**src/rtl/irq_flag_pkg.sv**
```systemverilog
package irq_flag_pkg;
  typedef struct packed {
    logic flagWr;
    logic enSet;
    logic enClr;
    logic rdFlag;
    logic rdEn;
  } strobeT;
endpackage

```
**src/rtl/irq_flag_decode.sv**
```systemverilog
module irq_flag_decode
  import irq_flag_pkg::*;
#(
  parameter int ADDR_W   = 13,
  parameter int IDX_LO   = 9,
  parameter int IDX_W    = 4,
  parameter int FLAG_IDX = 13,
  parameter int EN_IDX   = 14
) (
  input  logic [ADDR_W-1:0] busAddr,
  input  logic              busWr,
  input  logic              modeBit,
  output strobeT            strobe
);
  logic [IDX_W-1:0] regIdx;
  logic hitFlag, hitEn;

  assign regIdx  = busAddr[IDX_LO +: IDX_W];
  assign hitFlag = (regIdx == IDX_W'(FLAG_IDX));
  assign hitEn   = (regIdx == IDX_W'(EN_IDX));

  always_comb begin
    strobe        = '0;
    strobe.rdFlag = hitFlag;
    strobe.rdEn   = hitEn;
    strobe.flagWr = busWr && hitFlag;
    strobe.enSet  = busWr && hitEn && modeBit;
    strobe.enClr  = busWr && hitEn && !modeBit;
  end
endmodule

```
**src/rtl/irq_flag_regs.sv**
```systemverilog
module irq_flag_regs
  import irq_flag_pkg::*;
#(
  parameter int FLAG_W = 7,
  parameter logic [FLAG_W-1:0] IRQ_MASK = 7'h44
) (
  input  logic              clk,
  input  logic              rstN,
  input  strobeT            strobe,
  input  logic [FLAG_W-1:0] wrBits,
  input  logic [FLAG_W-1:0] evtSet,
  input  logic [FLAG_W-1:0] evtClr,
  output logic [FLAG_W-1:0] flagQ,
  output logic [FLAG_W-1:0] enQ,
  output logic [7:0]        rdData,
  output logic              irq
);
  localparam int PAD_W = 8 - FLAG_W - 1;

  logic [FLAG_W-1:0] active;

  for (genvar k = 0; k < FLAG_W; k++) begin : g_bit
    logic clrFlag;
    assign clrFlag = evtClr[k] || (strobe.flagWr && wrBits[k]);

    always_ff @(posedge clk) begin
      if (!rstN) begin
        flagQ[k] <= 1'b0;
        enQ[k]   <= 1'b0;
      end else begin
        if (evtSet[k])    flagQ[k] <= 1'b1;
        else if (clrFlag) flagQ[k] <= 1'b0;
        if (strobe.enSet && wrBits[k])      enQ[k] <= 1'b1;
        else if (strobe.enClr && wrBits[k]) enQ[k] <= 1'b0;
      end
    end
  end

  assign active = flagQ & enQ;
  assign irq    = |(active & IRQ_MASK);

  always_comb begin
    rdData = 8'h00;
    if (strobe.rdFlag)    rdData = {|active, {PAD_W{1'b0}}, flagQ};
    else if (strobe.rdEn) rdData = {1'b1, {PAD_W{1'b0}}, enQ};
  end
endmodule

```
**src/rtl/irq_flag_ctrl.sv**
```systemverilog
module irq_flag_ctrl
  import irq_flag_pkg::*;
#(
  parameter int ADDR_W = 13,
  parameter int FLAG_W = 7
) (
  input  logic              clk,
  input  logic              rstN,
  input  logic [ADDR_W-1:0] busAddr,
  input  logic              busWr,
  input  logic [7:0]        busWdata,
  output logic [7:0]        busRdata,
  input  logic [FLAG_W-1:0] evtSet,
  input  logic [FLAG_W-1:0] evtClr,
  output logic              irqOut
);
  strobeT strobe;
  logic [FLAG_W-1:0] flagQ, enQ;

  irq_flag_decode #(.ADDR_W(ADDR_W)) u_decode (
    .busAddr(busAddr), .busWr(busWr), .modeBit(busWdata[7]), .strobe(strobe)
  );

  irq_flag_regs #(.FLAG_W(FLAG_W)) u_regs (
    .clk(clk), .rstN(rstN), .strobe(strobe), .wrBits(busWdata[FLAG_W-1:0]),
    .evtSet(evtSet), .evtClr(evtClr), .flagQ(flagQ), .enQ(enQ),
    .rdData(busRdata), .irq(irqOut)
  );
endmodule

```
**config.mk**
```make
export PLATFORM = sky130hd
export DESIGN_NAME = irq_flag_ctrl
export DESIGN_NICKNAME = d
export VERILOG_FILES = /design/src/rtl/irq_flag_pkg.sv /design/src/rtl/irq_flag_decode.sv /design/src/rtl/irq_flag_regs.sv /design/src/rtl/irq_flag_ctrl.sv
export SDC_FILE = /design/constraint.sdc
export NUM_CORES = 1
export LEC_CHECK = 0
export BUFFER_PORTS_ARGS = -buffer_cell sky130_fd_sc_hd__buf_2
export CORE_MARGIN = 2
export CORE_UTILIZATION = 30
export CTS_BUF_LIST = sky130_fd_sc_hd__clkbuf_4
export CTS_CLUSTER_SIZE = 16
export DETAILED_ROUTE_END_ITERATION = 7
export GPL_ROUTABILITY_DRIVEN = 0
export HOLD_SLACK_MARGIN = 0.08
export PLACE_DENSITY = 0.58
export SETUP_SLACK_MARGIN = 0.05
export SLEW_MARGIN = 25
export SYNTH_ARGS = -nofsm -noshare
export SYNTH_HDL_FRONTEND = slang
export SYNTH_SLANG_ARGS = --single-unit
```
**constraint.sdc**
```tcl
create_clock -name clk -period 1.1 [get_ports clk]
set_input_delay 0.11 -clock clk [delete_from_list [all_inputs] [get_ports clk]]
set_output_delay 0.11 -clock clk [all_outputs]
set_load 0.02 [all_outputs]
```
==> metrics.cfg, run 1 <==
[critical_path]
start_kind=flop
cp.arrival_ps=1340
critPathBufInv=1
end_kind=output port
crit_chain=a22o_4, a221oi_4, a31oi_2, buf_4
cp_max_fo=2
slowest_stage=dfxtp_2
crit_family=compound AO/OA/AOI/OAI gates
cp.required_ps=990
path_class=flop to output port
critPathMaxStageDelay_ps=330

[cells_and_area]
final_cells=171
drive_gt1_frac=0.539
diodes=0
final_core_util=0.513
area_growth_pct=66.4
layout.nets=181
design_area_um2=1250

[synth]
syn-instance-count=87
synth_area_leaders=dfxtp_1, mux2i_1, a311oi_1
yosys.area_share.simple=0.154
synthMuxAreaShare=0.0935
yosysTopAreaCellShare=0.374
synth_enable_flop_cells=0
ys_ff_latch=14
synth.net_count=125
async_flop_share=0
syn_area_um2=749
synthFlopType=dfxtp_1
synth_xor_area_frac=0
post-synth-top-area-cell=dfxtp_1
yosysUniqueCellTypes=22
avgSynthCellArea_um2=8.61
yosysWarnings=0
synth_top_family_by_area=compound AO/OA/AOI/OAI gates
ys_seq_area_frac=0.374
synth_adder_area_share=0
synth-compound-area-share=0.280

[sta]
layout_setup_ws_ps=-349
fmax_mhz=690
post-route-period-util=1.32
setup_viol=6
hold_violations=0
finClkSkew_ps=0
final.min_clock_period_ps=1450
worst_slew_margin_rel=0.658
grt_setup_unrepaired=true
maxSlewViolCount=0
tightest_slew_ps=513

[floorplanning]
core_area_um2=2430
die_x_um=54.0
die_y_um=54.0
dieArea_um2=2910
rows=18
start_util=0.308
ios=47

[placement]
dp.cells=158
portBuffers=37
dp_hpwl_mm=1.58
place_area_um2=1030

[worst_hold_path]
hold_path_class=input port to flop

[grt]
grt_max_degree=17
grt_remaining_overflow=0
grt_pass1_vias=861
grt_pass1_wl_mm=3.52
antenna_found_initial=0
track_usage=0.169

[clocking]
clock_path_buffers=2
cts_tree=done
cts_made_buffers=3
clock_sinks=14
cts_root_buf=clkbuf_4
clk_pin_slew_ps=80
clk_latency_ps=270
cts_htree_levels=1

[run_status]
status=finished with violations
failed_checks=setup timing

[detailed_routing]
wl_mm=2.20
drt_first_pass_iters=7
drc=0
num_vias=853
wl_per_cell_um=12.8
viasPerCell=4.99
drt-initial-drc-count=17
final_antenna_net_count=0

[pwr]
p_leak_nw=0.572
p_total_mw=1.06
vdd_drop_max_mv=0.415
power_density_nw_per_um2=846

[job]
drv_cap=0

-- registers in the layout (all words and copies together), names as in the netlist --
name,flops
u_regs.enQ,7
u_regs.flagQ,7
-- repair_timing --
item / CTS / global route
endpoints found under the setup margin: 9 / 9
gates resized for setup: 18 / 14
endpoints found under the hold margin: 7 / 0
pin swaps: 1 / 2
cloned: 0 / 0
buffers inserted: 1 / 2
hold buffers: 7 / 0
-- worst min-delay path: stages --
cell	delay, ps
buf_2	100
nand3_1	70
mux2i_1	70
-- layer usage --
metal | wire length (µm) | vias to the layer above | track usage
met5 | 0 | - | 0
met4 | 19 | 0 | 0.0750
met3 | 105 | 2 | 0.0167
met2 | 1200 | 26 | 0.333
met1 | 869 | 396 | 0.177
li1 | - | 429 | -
-- synth_stat cells (2+ instances only) --
library cell,instances
nand2_1,9
a311oi_1,7
dfxtp_1,14
inv_1,7
nor2_1,7
mux2i_1,7
nand3_1,7
buf_2,2
o21a_1,7
a22oi_1,8
-- cell usage in the layout, fill, tap and decap left out, types with 3 or more instances in the layout --
cell / count
buf_2: 31
nand2_1: 9
clkbuf_4: 3
mux2i_1: 7
nor2_1: 7
buf_6: 5
dfxtp_2: 12
nand3_1: 7
a311oi_1: 7
a22oi_2: 7
dlygate4sd3_1: 7
o21a_1: 7
buf_4: 13
inv_1: 7
-- path summary, 6_finish.rpt --
path                        start  cells after the start  slack (ps)               to
setup reg to reg  u_regs.flagQ[2]                      5         110  u_regs.flagQ[2]
hold reg to reg     u_regs.enQ[0]                      2         480    u_regs.enQ[0]
setup / recovery    u_regs.enQ[2]                      4        -350      busRdata[7]
hold / removal        busWdata[4]                      3         120    u_regs.enQ[4]
-- logic make-up after synthesis --
kind of cell,Yosys count
flip-flops,14
buffers and inverters,13
AND/OR/NAND/NOR,26
multiplexers,7
AO/OA/AOI/OAI,27
-- area by class of cell --
type,instances,area (µm²)
Sequential cell,14,299
Tap cell,30,37.5
Timing Repair Buffer,57,399
Clock buffer,3,22.5
Fill cell,225,1180
Inverter,7,26.3
Multi-Input combinational cell,60,463
-- per-stage QoR --
step | TNS (ps) | setup WS (ps) | hold WS (ps)
2_1_floorplan | 0 | 31.3 | 234
3_3_place_gp | -479 | -58.4 | 318
3_5_place_dp | -738 | -80.5 | 323
4_1_cts | -918 | -360 | 110
5_1_grt | -1410 | -407 | 120
6_report | -1030 | -349 | 119
-- report_power, final --
group,leakage [nW],switching (mW),internal (mW)
Sequential,0.120,0.0187,0.528
Clock,0.0138,0.156,0.127
Combinational,0.438,0.102,0.125
Note: power is estimated with default switching activity, not from simulation.
==> run 2, diff against run 1 <==
SYNTH_HIERARCHICAL = 1   (was default)
==> run 2 against run 1 <==
  * The flow still finishes with violations (setup timing)
  * Combinational power decreased by 12%
  * Final cell count is 7.0% higher
  * Setup slack lost 21 ps
  * Largest cell class unchanged
  * Largest power group unchanged
==> metrics.cfg, run 2 <==
[placement]
portBuffers=37  ; unchanged
place_area_um2=1130  ; +8.8%
dp_hpwl_mm=1.67  ; +5.2%

[job]
drv_cap=0  ; unchanged

[cells_and_area]
ff_latch_area_um2=297  ; -0.84%
layout.nets=194  ; +7.2%
diodes=0  ; unchanged
largest_registers=u_regs/enQ x7, u_regs/flagQ x7
final_common_cell=buf_2
layout_common_cells=buf_2, buf_6, nand2_1, buf_4, dfxtp_2
design_area_um2=1380  ; +10%
area_growth_pct=86.8
multi_input_area_um2=498  ; +7.6%
drive_gt1_frac=0.581  ; +0.0416
fill_cells=200  ; -11%

[critical_path]
cp.required_ps=990  ; about the same
cp_max_fo=2  ; unchanged
r2r_slack_ps=200  ; +90 ps
r2r_start=u_regs/enQ[2]
worst_r2r_endpoint=u_regs/enQ[2]
cp.arrival_ps=1360  ; +20 ps
r2r_cells=4  ; -1
end_kind=output port
start_kind=flop
path_class=flop to output port

[detailed_routing]
wl_mm=2.36  ; +7.5%
drt-initial-drc-count=33  ; +16
viasPerCell=5.19  ; +4.1%
drc=0  ; unchanged
drt_first_pass_iters=4  ; -3
final_antenna_net_count=0  ; unchanged
num_vias=950  ; +11%
wl_per_cell_um=12.9  ; +0.42%

[worst_hold_path]
worstHoldEndpoint=u_regs/flagQ[3]
hold_path_startpoint=evtClr[3]
min_path_cells=3  ; unchanged
hold_path_class=input port to flop

[synth]
synth_xor_area_frac=0  ; unchanged
synth_enable_flop_cells=0  ; unchanged
avgSynthCellArea_um2=8.01  ; -7.0%
yosysTopAreaCellShare=0.380  ; +0.00635
ys_ff_latch=14  ; unchanged
yosys.area_share.simple=0.229  ; +0.0756
synth-compound-area-share=0.316  ; +0.0353
ys_seq_area_frac=0.380  ; +0.00635
syn-instance-count=92  ; +5.7%
synth_top_family_by_area=compound AO/OA/AOI/OAI gates
synth.net_count=130  ; +4.0%
synthTopCellsByCount=nand2_1, dfxtp_1
post-synth-top-area-cell=dfxtp_1
synth_adder_area_share=0  ; unchanged
synthMuxAreaShare=0  ; -0.0935
syn_area_um2=737  ; -1.7%
yosysUniqueCellTypes=21  ; -4.5%
synth_area_leaders=dfxtp_1, nand2_1, a211oi_1
synthFlopType=dfxtp_1
async_flop_share=0  ; unchanged
yosysWarnings=6  ; +6
synth.most_common_cell=nand2_1

[sta]
tns_ps=-678  ; +350 ps
layout_setup_ws_ps=-369  ; -20.7 ps
maxSlewViolCount=0  ; unchanged
final.min_clock_period_ps=1470  ; +20.7 ps
hold_violations=0  ; unchanged
setup_viol=8  ; +2
post-route-period-util=1.34  ; +0.0188
finClkSkew_ps=0  ; unchanged
worst_slew_margin_rel=0.808  ; +0.150
grt_setup_unrepaired=true
tightest_slew_ps=288  ; -225 ps
fmax_mhz=681  ; -1.4%

[floorplanning]
dieArea_um2=2870  ; -1.5%
rows=17  ; -1
ios=47  ; unchanged
core_area_um2=2280  ; -6.4%
die_y_um=53.6  ; -0.77%
die_x_um=53.6  ; -0.77%
start_util=0.324  ; +0.0157

[clocking]
clk_latency_ps=270  ; about the same
clock_path_buffers=2  ; unchanged
cts_root_buf=clkbuf_4
cts_tree=done
clk_pin_slew_ps=90  ; about the same
cts_htree_levels=1  ; unchanged
cts_made_buffers=3  ; unchanged
clock_sinks=14  ; unchanged

[grt]
antenna_found_initial=0  ; unchanged
track_usage=0.165  ; -0.00463
grt_max_degree=15  ; -2
grt_remaining_overflow=0  ; unchanged
grt_pass1_vias=853  ; -0.93%
grt_pass1_wl_mm=3.48  ; -1.2%

[pwr]
vdd_drop_max_mv=0.755  ; +82%
power_density_nw_per_um2=755  ; -11%
p_leak_nw=0.638  ; +12%

[run_status]
status=finished with violations
failed_checks=setup timing

-- run 2: cell count changes in the layout (fill, tap and decap cells not counted), sizes merged, moves of 2 or more --
cell,before,now
a311oi,7,0
nand3,7,0
mux2i,7,0
buf,50,57
nand2,9,21
nor2,7,1
nor2b,1,7
a211oi,0,7
o21ai,0,7
and4b,0,2
-- run 2: cell type report --
cell class | count | area share
inverters | 7 | 0.0191
repair buffers | 64 | 0.359
multi-input cells | 66 | 0.362
flip-flops and latches | 14 | 0.215
well taps | 28 | 0.0255
clock inverters | 1 | 0.00273
clock buffers | 3 | 0.0164
-- run 2: where the power goes --
group          internal, mW  switching [mW]  leakage (nW)
registers             0.525          0.0159         0.120
clock network         0.131           0.166        0.0154
logic                 0.116          0.0843         0.502
-- run 2: worst max path at each step --
stage	depth (start not counted)	end	startpoint	slack, ps
final	4	busRdata[7]	u_regs/enQ[6]	-370
after global routing	4	busRdata[7]	u_regs/enQ[0]	-410
after CTS	4	busRdata[7]	u_regs/flagQ[6]	-360
after detailed placement	6	u_regs/flagQ[1]	busAddr[9]	-130
after global placement	4	busRdata[7]	u_regs/flagQ[0]	-100
after floorplan	3	busRdata[7]	u_regs/enQ[6]	30
-- run 2: critical path, stage by stage (launching register included) --
cell	delay [ps]
dfxtp_2	350
a22o_4	270
a221oi_4	220
a31oi_4	110
buf_6	140
-- run 2: timing repair --
action                                 CTS  global route
resized for setup                       33            15
pin swaps                                3             5
hold buffers                             7             0
setup buffers                            1             1
setup endpoints to repair                9             9
endpoints found under the hold margin    7             0
-- run 2: cell families (layout without fill, tap and decap cells) --
group | after synthesis | count (layout)
and+or+nand+nor | 34 | 34
AOI/OAI and AO/OA | 32 | 32
buffers and inverters | 12 | 75
DFF | 14 | 14
-- run 2: per-layer routing --
metal  up-vias  global-route usage  share of wire
met1       443               0.206           0.40
met5         -                   0              0
li1        454                   -              -
met3         8              0.0250          0.072
met4         0              0.0684          0.021
met2        45               0.280           0.51
-- run 2: through the flow --
stage,setup slack [ps],utilization,power (mW),hold WS [ps],instances
finish,-369,0.605,1.04,121,183
CTS,-358,0.577,1.04,119,182
detailed placement,-131,0.495,0.714,322,170
global placement,-101,0.495,0.709,317,170
floorplan,31.0,-,0.620,234,92
global route,-411,0.605,1.10,123,183
